$ cat src/rtl/ovl_pkg.sv
`timescale 1ns/1ps
package ovl_pkg;

    localparam int unsigned AW      = 14;
    localparam int unsigned SEG_AW  = AW - 1;
    localparam int unsigned OVL_W   = 2;
    localparam int unsigned WAIT_W  = 3;
    localparam int unsigned CFG_DW  = (OVL_W > WAIT_W) ? OVL_W : WAIT_W;
    localparam int unsigned CFG_AW  = 2;
    localparam int unsigned MMR_N   = 32;
    localparam logic [AW-1:0] MMR_BASE = AW'((1 << AW) - MMR_N);

    typedef enum logic [CFG_AW-1:0] {
        CFG_PROG = 2'd0,
        CFG_DATA = 2'd1,
        CFG_WAIT = 2'd2,
        CFG_NONE = 2'd3
    } cfg_sel_e;

    typedef struct packed {
        logic          err;
        logic          ext;
        logic          intl;
        logic          mmr;
        logic [AW-1:0] xaddr;
    } dec_t;

    function automatic logic ovl_valid(input logic [OVL_W-1:0] v);
        return (v == OVL_W'(1)) || (v == OVL_W'(2));
    endfunction

    function automatic logic [AW-1:0] ext_map(input logic seg, input logic [AW-1:0] a);
        return {seg, a[SEG_AW-1:0]};
    endfunction

endpackage

$ cat src/rtl/ovl_cfg_regs.sv
`timescale 1ns/1ps
module ovl_cfg_regs
    import ovl_pkg::*;
(
    input  logic              clk,
    input  logic              rst,
    input  logic              boot_off,
    input  logic              we,
    input  logic [CFG_AW-1:0] addr,
    input  logic [CFG_DW-1:0] wdata,
    output logic [CFG_DW-1:0] rdata,
    output logic [OVL_W-1:0]  prog_ovl,
    output logic [OVL_W-1:0]  data_ovl,
    output logic [WAIT_W-1:0] dwait
);

    logic [OVL_W-1:0]  prog_q;
    logic [OVL_W-1:0]  data_q;
    logic [WAIT_W-1:0] wait_q;
    cfg_sel_e          sel;

    assign sel = cfg_sel_e'(addr);

    always_ff @(posedge clk) begin
        if (rst) begin
            prog_q <= '0;
            data_q <= '0;
            wait_q <= '0;
        end else begin
            if (boot_off)
                prog_q <= '0;
            else if (we && sel == CFG_PROG)
                prog_q <= wdata[OVL_W-1:0];
            if (we && sel == CFG_DATA)
                data_q <= wdata[OVL_W-1:0];
            if (we && sel == CFG_WAIT)
                wait_q <= wdata[WAIT_W-1:0];
        end
    end

    assign prog_ovl = boot_off ? '0 : prog_q;
    assign data_ovl = data_q;
    assign dwait    = wait_q;

    always_comb begin
        unique case (sel)
            CFG_PROG: rdata = CFG_DW'(prog_ovl);
            CFG_DATA: rdata = CFG_DW'(data_q);
            CFG_WAIT: rdata = CFG_DW'(wait_q);
            default:  rdata = '0;
        endcase
    end

    // boot-disable mode leaves the stored program selector cleared
    p_boot_clears_r7: assert property (@(posedge clk) disable iff (rst)
        boot_off |=> (prog_q == '0));

endmodule

$ cat src/rtl/ovl_space_dec.sv
`timescale 1ns/1ps
module ovl_space_dec
    import ovl_pkg::*;
#(
    parameter bit IS_DATA = 1'b0
)(
    input  logic             boot_off,
    input  logic [OVL_W-1:0] ovl,
    input  logic [AW-1:0]    addr,
    output dec_t             d
);

    logic boot_eff;
    logic hi;

    assign boot_eff = IS_DATA ? 1'b0 : boot_off;
    assign hi       = addr[AW-1];

    generate
        if (IS_DATA) begin : g_data
            always_comb begin
                d = '0;
                if (hi) begin
                    d.intl = 1'b1;
                    d.mmr  = (addr >= MMR_BASE);
                end else if (ovl == '0) begin
                    d.intl = 1'b1;
                end else if (ovl_valid(ovl)) begin
                    d.ext   = 1'b1;
                    d.xaddr = ext_map(ovl == OVL_W'(2), addr);
                end else begin
                    d.err = 1'b1 | boot_eff;
                end
            end
        end else begin : g_prog
            always_comb begin
                d = '0;
                if (boot_eff) begin
                    if (hi) begin
                        d.err = 1'b1;
                    end else begin
                        d.ext   = 1'b1;
                        d.xaddr = ext_map(1'b0, addr);
                    end
                end else if (!hi) begin
                    d.intl = 1'b1;
                end else if (ovl_valid(ovl)) begin
                    d.ext   = 1'b1;
                    d.xaddr = ext_map(ovl == OVL_W'(2), addr);
                end else begin
                    d.err = 1'b1;
                end
            end
        end
    endgenerate

endmodule

$ cat src/rtl/ovl_wait_seq.sv
`timescale 1ns/1ps
module ovl_wait_seq
    import ovl_pkg::*;
(
    input  logic              clk,
    input  logic              rst,
    input  logic              start,
    input  logic [WAIT_W-1:0] load,
    output logic              busy,
    output logic              rdy
);

    logic [WAIT_W-1:0] cnt;

    always_ff @(posedge clk) begin
        if (rst) begin
            busy <= 1'b0;
            cnt  <= '0;
        end else if (!busy) begin
            if (start) begin
                busy <= 1'b1;
                cnt  <= load;
            end
        end else if (cnt != '0) begin
            cnt <= cnt - 1'b1;
        end else begin
            busy <= 1'b0;
        end
    end

    assign rdy = busy && (cnt == '0);

    // each wait state consumes exactly one cycle
    p_wait_step_r8: assert property (@(posedge clk) disable iff (rst)
        (busy && cnt != '0) |=> (busy && cnt == $past(cnt) - 1'b1));

    // ready is a single-cycle pulse
    p_rdy_pulse_r9: assert property (@(posedge clk) disable iff (rst)
        rdy |=> !rdy);

endmodule

$ cat src/rtl/ovl_addr_dec.sv
`timescale 1ns/1ps
module ovl_addr_dec
    import ovl_pkg::*;
(
    input  logic              clk,
    input  logic              rst,
    input  logic              boot_off,
    input  logic              cfg_we,
    input  logic [CFG_AW-1:0] cfg_addr,
    input  logic [CFG_DW-1:0] cfg_wdata,
    output logic [CFG_DW-1:0] cfg_rdata,
    input  logic              acc_req,
    input  logic              acc_space,
    input  logic [AW-1:0]     acc_addr,
    output logic [AW-1:0]     ext_addr,
    output logic              ext_strobe,
    output logic              int_sel,
    output logic              mmr_sel,
    output logic              acc_err,
    output logic              acc_rdy
);

    logic [OVL_W-1:0]  prog_ovl;
    logic [OVL_W-1:0]  data_ovl;
    logic [WAIT_W-1:0] dwait;
    dec_t              dec_p;
    dec_t              dec_d;
    dec_t              dec_sel;
    dec_t              dec_q;
    logic              busy;
    logic              rdy;
    logic              accept;
    logic [WAIT_W-1:0] wait_load;

    ovl_cfg_regs u_cfg (
        .clk      (clk),
        .rst      (rst),
        .boot_off (boot_off),
        .we       (cfg_we),
        .addr     (cfg_addr),
        .wdata    (cfg_wdata),
        .rdata    (cfg_rdata),
        .prog_ovl (prog_ovl),
        .data_ovl (data_ovl),
        .dwait    (dwait)
    );

    ovl_space_dec #(.IS_DATA(1'b0)) u_dec_prog (
        .boot_off (boot_off),
        .ovl      (prog_ovl),
        .addr     (acc_addr),
        .d        (dec_p)
    );

    ovl_space_dec #(.IS_DATA(1'b1)) u_dec_data (
        .boot_off (boot_off),
        .ovl      (data_ovl),
        .addr     (acc_addr),
        .d        (dec_d)
    );

    assign dec_sel   = acc_space ? dec_d : dec_p;
    assign accept    = acc_req && !busy;
    assign wait_load = (acc_space && dec_sel.ext) ? dwait : '0;

    always_ff @(posedge clk) begin
        if (rst)
            dec_q <= '0;
        else if (accept)
            dec_q <= dec_sel;
    end

    ovl_wait_seq u_wait (
        .clk   (clk),
        .rst   (rst),
        .start (accept),
        .load  (wait_load),
        .busy  (busy),
        .rdy   (rdy)
    );

    assign ext_strobe = busy && dec_q.ext;
    assign int_sel    = busy && dec_q.intl;
    assign mmr_sel    = busy && dec_q.mmr;
    assign acc_err    = busy && dec_q.err;
    assign ext_addr   = ext_strobe ? dec_q.xaddr : '0;
    assign acc_rdy    = rdy;

    // an illegal access never drives the external strobe
    p_err_no_strobe_r6: assert property (@(posedge clk) disable iff (rst)
        acc_err |-> !ext_strobe);

    // the external address holds while the strobe stays open
    p_ext_hold_r3: assert property (@(posedge clk) disable iff (rst)
        (ext_strobe && !acc_rdy) |=> (ext_strobe && $stable(ext_addr)));

    // internal and error accesses finish in their first cycle
    p_fast_done_r8: assert property (@(posedge clk) disable iff (rst)
        (int_sel || acc_err) |-> acc_rdy);

    // the register area is only flagged on internal accesses
    p_mmr_internal_r5: assert property (@(posedge clk) disable iff (rst)
        mmr_sel |-> int_sel);

endmodule

$ cat config.mk
export PLATFORM = sky130hd
export DESIGN_NAME = ovl_addr_dec
export DESIGN_NICKNAME = d
export VERILOG_FILES = /design/src/rtl/ovl_pkg.sv /design/src/rtl/ovl_cfg_regs.sv /design/src/rtl/ovl_space_dec.sv /design/src/rtl/ovl_wait_seq.sv /design/src/rtl/ovl_addr_dec.sv
export SDC_FILE = /design/constraint.sdc
export NUM_CORES = 1
export LEC_CHECK = 0
export ABC_CLOCK_PERIOD_IN_PS = 2000
export BUFFER_PORTS_ARGS = -buffer_cell sky130_fd_sc_hd__buf_2
export CORE_MARGIN = 2
export CORE_UTILIZATION = 30
export CTS_CLUSTER_SIZE = 14
export DETAILED_ROUTE_END_ITERATION = 8
export GPL_ROUTABILITY_DRIVEN = 0
export PLACE_DENSITY = 0.55
export SKIP_LAST_GASP = 1
export SYNTH_ARGS = -nofsm -noshare
export SYNTH_HDL_FRONTEND = slang
export SYNTH_SLANG_ARGS = --single-unit
$ cat constraint.sdc
create_clock -name clk -period 2 [get_ports clk]
set_input_delay 0.3 -clock clk [delete_from_list [all_inputs] [get_ports clk]]
set_output_delay 0.3 -clock clk [all_outputs]
set_load 0.05 [all_outputs]
==> impl_metrics.yaml <==
die:
  coreArea_sq_um: 5140
  rows: 26
  fp.dieH_um: 77.2
  dieArea_sq_um: 5950
  io_pins: 47
  die_w_um: 77.2
  initial_core_util: 0.312
synth:
  synth_area_leaders: "dfxtp_1 36%, nand3b_1 8.0%, nand2b_1 5.8%"
  ys_seq_elements: 29
  synth_top_area_cell: "dfxtp_1"
  syn-num-nets: 223
  synth_cells: 192
  yosysSeqAreaShare: 0.362
  yosys_warnings: 0
  syn_area_sq_um: 1610
  postSynthAreaPerCell_sq_um: 8.36
  yosysTopAreaCellShare: 0.362
  ys_types: 39
clock_network:
  cts_max_path_buffers: 2
  clk_pin_slew_ns: 0.07
  clock_sinks: 29
  htree_levels: 2
  cts_hold_buffers: 0
  cts_post_setup_buffers_inserted: 0
  cts-resized-gates: 0
  cts_root_buf: "clkbuf_8"
  cts_buffers: 5
  cts_tree: "built"
  clkLatencyLatePin_ns: 0.27
setup_path:
  critPathRequiredTime_ns: 1.70
  crit_path_start: "u_wait.busy"
  setup.worst_path.end_class: "primary output"
  reg2reg_depth: 6
  r2r_end: "dec_q[0]"
  path_max_fanout: 15
  arrival_ns: 1.56
  path_class: "reg -> out"
  r2r_slack_ns: 0.42
  r2r-start: "u_cfg.data_ovl[0]"
  startpoint_type: "flop"
finish:
  area_growth_pct: 22.4
  nets: 264
  final_common_cell: "buf_2"
  most-common-layout-cells: "46 x buf_2, 29 x dfxtp_1, 17 x nand3b_1, 15 x nand2b_1, 14 x and3_1"
  drive_above_1_share: 0.261
  stdcell_count: 304
  fin_area_sq_um: 1970
  fillers: 601
  antenna_cells: 0
  regArea_sq_um: 581
  multi_input_area_sq_um: 940
timing:
  tns_ns: 0
  timing.final.hold_violations: 0
  max_slew.worst_pin.slew_ns: 0.639
  slew_violations: 0
  rsz0062_at_grt: "false"
  fin_crit_ns: 1.86
  slew_headroom: 0.574
  fin_crit_sh: 0.931
  setup_violations: 0
  skew_ns: 0.00627
  fmax_mhz: 537
drt:
  dr_total_vias: 1458
  vias_per_cell: 4.80
  route.detailed.drc: 0
  routed_wirelength_um: 3870
  drt_iter0_drc: 71
  wl_per_cell_um: 12.7
  met1_length_um: 1910
  ant_nets: 0
  wl_met3_um: 171
  dr_wl_met2_um: 1760
  first_pass_iters: 5
  topRoutingLayerUsed: "met4"
power:
  power.total_w: 0.00132
  pwr_density_cell_nw_per_um2: 673
  p_leak_nw: 0.898
  ir_drop_uv: 328
global_routing:
  grt_remaining_overflow: 0
  grt_pass1_vias: 1390
  grt_pass1_wl_um: 6680
  antenna_found_initial: 0
  grt_max_degree: 44
  track_usage: 0.138
place:
  placed_cell_area_sq_um: 1880
  placed_cells: 296
  dp_hpwl_um: 2750
  port_buffers: 46
worst_hold_path:
  whs_path_depth: 3
  min_from: "cfg_wdata[2]"
  whs_endpoint: "u_cfg.dwait[2]"
  min_path_type: "in -> reg"
run:
  maxCapViolCount: 0
outcome:
  status: "completed"
## report_power, final
part	internal (W)	total, W	leakage [nW]	switching (W)
Clock	0.000239	0.000466	0.0439	0.000227
Sequential	0.000603	0.000629	0.236	0.0000263
Combinational	0.0000893	0.000227	0.618	0.000138
Total	0.000932	0.00132	0.898	0.000391
## critical path, stage by stage, from the launching register on
cell,delay (ns)
dfxtp_1,0.58
buf_4,0.27
and3_1,0.18
buf_2,0.26
## sequential cells by signal, summed over array words and instances, names as in the netlist
register,flops
dec_q,18
u_cfg.prog_q,2
u_cfg.data_ovl,2
u_cfg.dwait,3
u_wait.cnt,3
u_wait.busy,1
## synthesized netlist by cell type
| cell type | instances |
|---|---|
| dfxtp_1 | 29 |
| nand3b_1 | 17 |
| nand2b_1 | 15 |
| and3_1 | 14 |
| clkbuf_1 | 12 |
| nand2_1 | 10 |
| nor2_1 | 10 |
| o21ai_1 | 10 |
| o21ai_0 | 7 |
| ha_1 | 6 |
| mux2i_1 | 6 |
| a21oi_1 | 5 |
| inv_1 | 5 |
| nor2b_1 | 5 |
| and2_1 | 4 |
| nand3_1 | 4 |
| nor3_1 | 4 |
| a211oi_1 | 3 |
| a311oi_1 | 2 |
| and3b_1 | 2 |
| buf_2 | 2 |
| nand4_1 | 2 |
| nor3b_1 | 2 |
| a21oi_2 | 1 |
| a2bb2oi_1 | 1 |
| a32oi_1 | 1 |
| and2b_1 | 1 |
| buf_6 | 1 |
| nor4bb_1 | 1 |
| o2111ai_1 | 1 |
| o21a_1 | 1 |
| o21ba_2 | 1 |
| o21bai_1 | 1 |
| o311a_1 | 1 |
| o31ai_1 | 1 |
| or2_2 | 1 |
| or2b_1 | 1 |
| or4_4 | 1 |
| xor2_1 | 1 |
## per-layer routing
metal	GRT usage	up-vias
met5	0	-
met4	0.0375	0
met3	0.0400	2
met2	0.218	29
met1	0.184	670
li1	-	757
## per-stage QoR
stage                util  setup slack [ns]  hold WS [ns]
global placement    0.366             0.284         0.446
global route        0.382            0.0110         0.263
CTS                 0.382             0.132         0.252
detailed placement  0.366             0.238         0.446
finish              0.382             0.137         0.260
floorplan               -             0.191         0.436
## how the worst max path moves through the flow
stage | endpoint | depth (start not counted) | slack [ns]
after global routing | ext_addr[12] | 3 | 0.01
after floorplan | cfg_rdata[0] | 4 | 0.19
after global placement | dec_q[0] | 7 | 0.28
after detailed placement | dec_q[0] | 7 | 0.24
final | ext_addr[12] | 3 | 0.14
after CTS | ext_addr[12] | 3 | 0.13
## kinds of logic (layout without fill, tap and decap cells)
family          after synthesis  after routing  synth area share
simple gates                 94             94             0.354
compound gates               36             36             0.142
flops                        29             29             0.362
buf+inv                      20             62            0.0530
fa+ha+maj                     6              6            0.0468
mux                           6              6            0.0374
xor+xnor                      1              1           0.00546
## layout make-up
cell class	instances	area share
multi-input combinational	143	0.478
sequential	29	0.295
timing repair buffer	49	0.129
tap	70	0.0446
clock buffer	5	0.0350
inverter	5	0.00955
clock inverter	3	0.00891
Note: power is estimated with default switching activity, not from simulation.
